File: config.mk
export PLATFORM = sky130hd
export DESIGN_NAME = bpu_unpacker
export DESIGN_NICKNAME = d
export VERILOG_FILES = /design/src/rtl/bpu_pkg.sv /design/src/rtl/bpu_size_decode.sv /design/src/rtl/bpu_byte_extract.sv /design/src/rtl/bpu_unpacker.sv
export SDC_FILE = /design/constraint.sdc
export NUM_CORES = 1
export LEC_CHECK = 0
export BUFFER_PORTS_ARGS = -buffer_cell sky130_fd_sc_hd__buf_4
export CAP_MARGIN = 20
export CORE_UTILIZATION = 50
export DETAILED_ROUTE_END_ITERATION = 8
export PLACE_DENSITY = 0.78
export SETUP_SLACK_MARGIN = 0.15
export SLEW_MARGIN = 20
export SYNTH_ARGS = -nofsm -noshare
export SYNTH_HDL_FRONTEND = slang
export SYNTH_SLANG_ARGS = --single-unit
File: constraint.sdc
create_clock -name clk -period 4.5 [get_ports clk]
set_clock_uncertainty 0.1 [all_clocks]
set_input_delay 0.45 -clock clk [delete_from_list [all_inputs] [get_ports clk]]
set_output_delay 0.45 -clock clk [all_outputs]
set_load 0.03 [all_outputs]
File: src/rtl/bpu_pkg.sv
package bpu_pkg;
    localparam int WORD_W  = 36;
    localparam int OUT_W   = 16;
    localparam int MAX_BPW = 6;
    localparam int POS_W   = $clog2(MAX_BPW + 1);
    localparam int WID_W   = $clog2(OUT_W + 1);

    typedef enum logic [1:0] {
        S_IDLE,
        S_READY,
        S_FETCH,
        S_HOLD
    } bpu_state_e;

    function automatic logic code_ok(input logic [2:0] code);
        return (code >= 3'd2) && (code <= 3'd6);
    endfunction
endpackage

File: src/rtl/bpu_size_decode.sv
module bpu_size_decode
    import bpu_pkg::*;
(
    input  logic [2:0]       code,
    output logic [WID_W-1:0] width,
    output logic [POS_W-1:0] per_word,
    output logic             ok
);
    always_comb begin
        unique case (code)
            3'd2:    begin width = WID_W'(16); per_word = POS_W'(2); ok = 1'b1; end
            3'd3:    begin width = WID_W'(12); per_word = POS_W'(3); ok = 1'b1; end
            3'd4:    begin width = WID_W'(8);  per_word = POS_W'(4); ok = 1'b1; end
            3'd5:    begin width = WID_W'(7);  per_word = POS_W'(5); ok = 1'b1; end
            3'd6:    begin width = WID_W'(6);  per_word = POS_W'(6); ok = 1'b1; end
            default: begin width = '0;         per_word = '0;        ok = 1'b0; end
        endcase
    end
endmodule

File: src/rtl/bpu_byte_extract.sv
module bpu_byte_extract
    import bpu_pkg::*;
(
    input  logic [WORD_W-1:0] word,
    input  logic [WID_W-1:0]  width,
    input  logic [POS_W-1:0]  pos,
    output logic [OUT_W-1:0]  byte_out
);
    localparam int SH_W = $clog2(WORD_W + 1);

    logic [SH_W-1:0]   end_bit;
    logic [SH_W-1:0]   shift;
    logic [WORD_W-1:0] shifted;
    logic [OUT_W:0]    mask_w;

    always_comb begin
        // bits consumed from the top once this byte is taken
        end_bit  = SH_W'((SH_W'(pos) + SH_W'(1)) * SH_W'(width));
        shift    = SH_W'(WORD_W) - end_bit;
        shifted  = word >> shift;
        mask_w   = (( (OUT_W+1)'(1)) << width) - (OUT_W+1)'(1);
        byte_out = OUT_W'(shifted & WORD_W'(mask_w));
    end
endmodule

File: src/rtl/bpu_unpacker.sv
module bpu_unpacker
    import bpu_pkg::*;
#(
    parameter int ADDR_W = 18,
    parameter int CNT_W  = 13
) (
    input  logic              clk,
    input  logic              rst_n,
    input  logic              load,
    input  logic [2:0]        ld_size,
    input  logic [CNT_W-1:0]  ld_count,
    input  logic [ADDR_W-1:0] ld_addr,
    input  logic              byte_req,
    output logic              rdy,
    output logic              byte_valid,
    output logic [OUT_W-1:0]  byte_data,
    output logic              mem_rd_en,
    output logic [ADDR_W-1:0] mem_rd_addr,
    input  logic              mem_rd_valid,
    input  logic [WORD_W-1:0] mem_rd_data,
    output logic              wc_ovf,
    output logic              size_err,
    output logic [ADDR_W-1:0] cur_addr,
    output logic [CNT_W-1:0]  cur_count,
    output logic [POS_W-1:0]  cur_pos
);
    bpu_state_e        state, state_nx;
    logic [ADDR_W-1:0] addr_q;
    logic [CNT_W-1:0]  cnt_q;
    logic [POS_W-1:0]  pos_q;
    logic [2:0]        code_q;
    logic [WORD_W-1:0] word_q;

    logic [WID_W-1:0]  cur_width;
    logic [POS_W-1:0]  cur_bpw;
    logic              cur_ok;
    logic [WORD_W-1:0] src_word;
    logic [OUT_W-1:0]  ext_byte;

    logic ld_open, ld_take, ld_bad, req_live, last_byte, cnt_zero;

    bpu_size_decode u_dec (
        .code     (code_q),
        .width    (cur_width),
        .per_word (cur_bpw),
        .ok       (cur_ok)
    );

    assign src_word = (state == S_FETCH) ? mem_rd_data : word_q;

    bpu_byte_extract u_ext (
        .word     (src_word),
        .width    (cur_width),
        .pos      (pos_q),
        .byte_out (ext_byte)
    );

    assign ld_open   = load && (state != S_FETCH);
    assign ld_take   = ld_open && code_ok(ld_size);
    assign ld_bad    = ld_open && !code_ok(ld_size);
    assign req_live  = byte_req && !load;
    assign cnt_zero  = (cnt_q == '0);
    assign last_byte = cur_ok && (pos_q == cur_bpw - POS_W'(1));

    // next-state decision
    always_comb begin
        state_nx = state;
        unique case (state)
            S_IDLE:  if (ld_take) state_nx = S_READY;
            S_READY: begin
                if (ld_take)                   state_nx = S_READY;
                else if (req_live && !cnt_zero) state_nx = S_FETCH;
            end
            S_FETCH: if (mem_rd_valid) state_nx = S_HOLD;
            S_HOLD: begin
                if (ld_take)                     state_nx = S_READY;
                else if (req_live && last_byte)  state_nx = S_READY;
            end
            default: state_nx = S_IDLE;
        endcase
    end

    // state register
    always_ff @(posedge clk or negedge rst_n) begin
        if (!rst_n) state <= S_IDLE;
        else        state <= state_nx;
    end

    // pointer, buffer and output registers
    always_ff @(posedge clk or negedge rst_n) begin
        if (!rst_n) begin
            addr_q     <= '0;
            cnt_q      <= '0;
            pos_q      <= '0;
            code_q     <= '0;
            word_q     <= '0;
            byte_data  <= '0;
            byte_valid <= 1'b0;
            mem_rd_en  <= 1'b0;
            wc_ovf     <= 1'b0;
            size_err   <= 1'b0;
        end else begin
            byte_valid <= 1'b0;
            mem_rd_en  <= 1'b0;
            wc_ovf     <= 1'b0;
            size_err   <= 1'b0;
            if (ld_take) begin
                addr_q <= ld_addr;
                cnt_q  <= ld_count;
                code_q <= ld_size;
                pos_q  <= '0;
            end else if (ld_bad) begin
                size_err <= 1'b1;
            end else begin
                unique case (state)
                    S_READY: if (req_live) begin
                        if (cnt_zero) wc_ovf    <= 1'b1;
                        else          mem_rd_en <= 1'b1;
                    end
                    S_FETCH: if (mem_rd_valid) begin
                        word_q     <= mem_rd_data;
                        byte_data  <= ext_byte;
                        byte_valid <= 1'b1;
                        pos_q      <= POS_W'(1);
                    end
                    S_HOLD: if (req_live) begin
                        byte_data  <= ext_byte;
                        byte_valid <= 1'b1;
                        if (last_byte) begin
                            pos_q  <= '0;
                            addr_q <= addr_q + ADDR_W'(1);
                            cnt_q  <= cnt_q - CNT_W'(1);
                        end else begin
                            pos_q <= pos_q + POS_W'(1);
                        end
                    end
                    default: ;
                endcase
            end
        end
    end

    assign rdy         = (state == S_READY) || (state == S_HOLD);
    assign mem_rd_addr = addr_q;
    assign cur_addr    = addr_q;
    assign cur_count   = cnt_q;
    assign cur_pos     = pos_q;


    rd_pulse_chk: assert property (@(posedge clk) disable iff (!rst_n)
        mem_rd_en |=> !mem_rd_en);


    rd_state_chk: assert property (@(posedge clk) disable iff (!rst_n)
        mem_rd_en |-> (state == S_FETCH) && (cnt_q != '0));


    no_overflow_chk: assert property (@(posedge clk) disable iff (!rst_n)
        wc_ovf |-> !byte_valid && !mem_rd_en && (cnt_q == '0) && (state == S_READY));


    size_err_chk: assert property (@(posedge clk) disable iff (!rst_n)
        size_err |-> !mem_rd_en && !byte_valid);


    zext_chk: assert property (@(posedge clk) disable iff (!rst_n)
        byte_valid |-> ((byte_data >> cur_width) == '0));


    word_step_chk: assert property (@(posedge clk) disable iff (!rst_n)
        ($past(state) == S_HOLD) && (state == S_READY) && !$past(ld_take)
        |-> (addr_q == $past(addr_q) + ADDR_W'(1)) && (cnt_q == $past(cnt_q) - CNT_W'(1)));
endmodule

==> flow_summary.toml <==
[status]
status = "complete, no violations"

[detailed_routing]
drt_iter0_drc = 486
routed_wire_length_per_instance_um = 18.41
wl_um = 19510
vias = 6248
via_per_inst = 5.894
drcViolationCount = 0
drt_first_pass_iters = 5
ant_nets = 0

[global_routing]
grt_pass1_vias = 5835
antenna_found_initial = 0
track_usage_pct = 26.51
grt_pass1_wl_um = 30550
grt_max_degree = 60
overflow = 0

[sta]
fin_crit_sh_pct = 94.99
slew_headroom_pct = 33.81
tns_ns = 0
hold_violations = 0
setup_viol = 0
fin_crit_ns = 4.274
fmax_mhz = 234.0
report.final.slew_viol_count = 0
rsz0062_at_grt = "true"
tightestPinTransition_ns = 0.9929

[logic_synthesis]
yosys.area.top_type_share_pct = 32.44
ys_seq_area_share_pct = 32.44
syn_inst = 741
synth.area.top_cells = "dfrtp_1, mux4_2, mux2_2, nand2_1, mux2i_1"
synthArstFlopShare_pct = 100.0
yosysMostFrequentCell = "nand2_1"
synthFlopType = "dfrtp_1"
synth_enable_flop_cells = 0
synth.distinct_cells = 74
syn_nets = 840
synth-seq-cells = 95
ys_warn_count = 0
synth_common_cells = "nand2_1, dfrtp_1, nor2_1"
syn_area_um2 = 7328
syn_area_per_cell_um2 = 9.890
yosysTopAreaCell = "dfrtp_1"

[min_path]
hold_path.class = "input port to asynchronous set/reset pin"

[cts]
cts_root_buffer = "clkbuf_16"
cts_sinks = 95
clkSlewWorstSetupHoldPaths_ns = 0.06
h-tree-depth = 3
cts_buffers = 9
clock_latency_ns = 0.36
cts_tree = "yes"
cts.path.max_buffers = 2

[pwr]
leakagePower_nw = 3.972
vdd_drop_max_uv = 419.3
combPwrFrac_pct = 72.5
clockPowerShare_pct = 9.8
swShare_pct = 48.82
p_int_mw = 4.133
switchingPower_mw = 3.942
p_per_area_nw_per_um2 = 890.9
sequentialPowerShare_pct = 17.7

[die]
core_area_um2 = 14100
die_x_um = 123.1
die_area_um2 = 15150
rows = 43
io_pins = 148
start_util_pct = 51.99
die_height_um = 123.1

[layout]
seqCellArea_um2 = 2382
fillers = 1174
area_delta_synth_final_pct = 23.68
multi_input_comb_area_um2 = 4651
fin_util_pct = 64.30
n_antenna_cell = 0
nets = 974
drive_above_1_share_pct = 37.05

[setup_path]
critPathLaunch = "cur_pos[1]"
worstPathRequired_ns = 4.64
worstPathArrival_ns = 4.42
worstReg2RegStart = "cur_pos[1]"
r2r_slack_ns = 0.23
setup.worst_path.start_class = "register"
crit_path_end_kind = "register"
critPathKind = "register to register"
cp_max_fo = 5

[job]
cap_violations = 0

[placement]
gp_congestion = 1.022
dp_hpwl_um = 14890
io_buffers = 147
-- cell families (layout without fill, tap and decap cells) --
logic type | Yosys count | in the layout | synth area share, %
multiplexers | 113 | 113 | 22.69
flip-flops | 95 | 95 | 32.44
AND/OR/NAND/NOR | 235 | 235 | 15.28
buffers and inverters | 86 | 225 | 6.386
other | 1 | 1 | 0.05117
adder cells (fa/ha/maj) | 24 | 24 | 4.610
XOR/XNOR | 43 | 43 | 5.139
AO/OA/AOI/OAI | 144 | 144 | 13.40
-- layout by cell type (no fill, tap or decap), drive strengths merged, types with 7 or more instances in the layout --
| cell | netlist | final |
|---|---|---|
| a2111oi | 7 | 7 |
| a21oi | 20 | 20 |
| a22oi | 15 | 15 |
| buf | 39 | 187 |
| clkbuf | 25 | 12 |
| dfrtp | 95 | 95 |
| ha | 19 | 19 |
| inv | 22 | 24 |
| mux2 | 42 | 42 |
| mux2i | 33 | 33 |
| mux4 | 38 | 38 |
| nand2 | 102 | 102 |
| nand2b | 8 | 8 |
| nand3 | 14 | 14 |
| nor2 | 53 | 53 |
| nor2b | 9 | 9 |
| nor3 | 12 | 12 |
| o211ai | 7 | 7 |
| o21ai | 47 | 47 |
| xnor2 | 25 | 25 |
| xor2 | 18 | 18 |
-- layer usage --
metal  global-route usage [%]  part of all wire [%]  vias up
li1                         -                     -     2949
met1                    39.96                    47     3042
met2                    39.19                    45      229
met3                    3.459                   5.4       28
met4                    9.111                   2.1        0
met5                        0                     0        -
-- power groups by stage --
stage          Clock (mW)  Sequential [mW]  Combinational [mW]
6_report            0.790             1.43                5.85
4_1_cts             0.804             1.43                5.44
5_1_grt             0.837             1.47                6.26
3_5_place_dp            0             1.44                5.34
3_3_place_gp            0             1.42                5.30
2_1_floorplan           0             1.62                3.54
-- final timing paths --
kind,cells after the start,to
worst max-delay path,14,byte_data[10]
worst min-delay path,1,word_q[21]
worst max register to register,14,byte_data[10]
worst min register to register,2,byte_data[14]
max in group asynchronous,2,size_err
min in group clk,2,code_q[2]
-- final cells by class --
class                   instances  share of cell area (%)
inverters                      22                  0.9111
flip-flops and latches         95                   26.28
well taps                     180                   2.485
clock inverters                 4                  0.5798
multi-input cells             560                   51.31
repair buffers                187                   15.71
clock buffers                  12                   2.719
-- stage by stage --
stage               instances  total power [mW]  worst slack, ns  hold slack (ns)  instance area, µm²
finish                   1060             8.075           0.2256          0.06620                9064
global route             1060             8.574          0.08976           0.1234                9064
CTS                      1057             7.669           0.1623          0.09611                8920
detailed placement       1038             6.780          0.01425           0.3749                8577
global placement         1038             6.729           0.1392           0.3747                8577
floorplan                 741             5.158           0.1654          0.05441                7362
-- repair_timing --
item	4_1_cts	5_1_grt
pin swaps	4	11
endpoints found under the setup margin	6	16
setup buffers	3	3
hold endpoints to repair	0	0
gates resized for setup	6	28
hold buffers	0	0
-- critical path, stage by stage, from the launching register on --
cell and delay (ns):
dfrtp_2 0.42, ha_4 0.17, nand2b_4 0.14, and2_4 0.15, nor2_2 0.07, ha_1 0.26
fa_1 0.50, fa_1 0.53, inv_2 0.05, fa_2 0.40, xor2_4 0.30, mux4_2 0.58
mux2i_2 0.21, nand2_1 0.09, a22o_1 0.18
-- state kept, by name, indices dropped and copies added, names as in the netlist --
| signal | cells |
|---|---|
| word_q | 36 |
| cur_addr | 18 |
| byte_data | 16 |
| cur_count | 13 |
| code_q | 3 |
| cur_pos | 3 |
| state | 2 |
| byte_valid | 1 |
| mem_rd_en | 1 |
| size_err | 1 |
| wc_ovf | 1 |
Power figures use the tool's default switching activity.
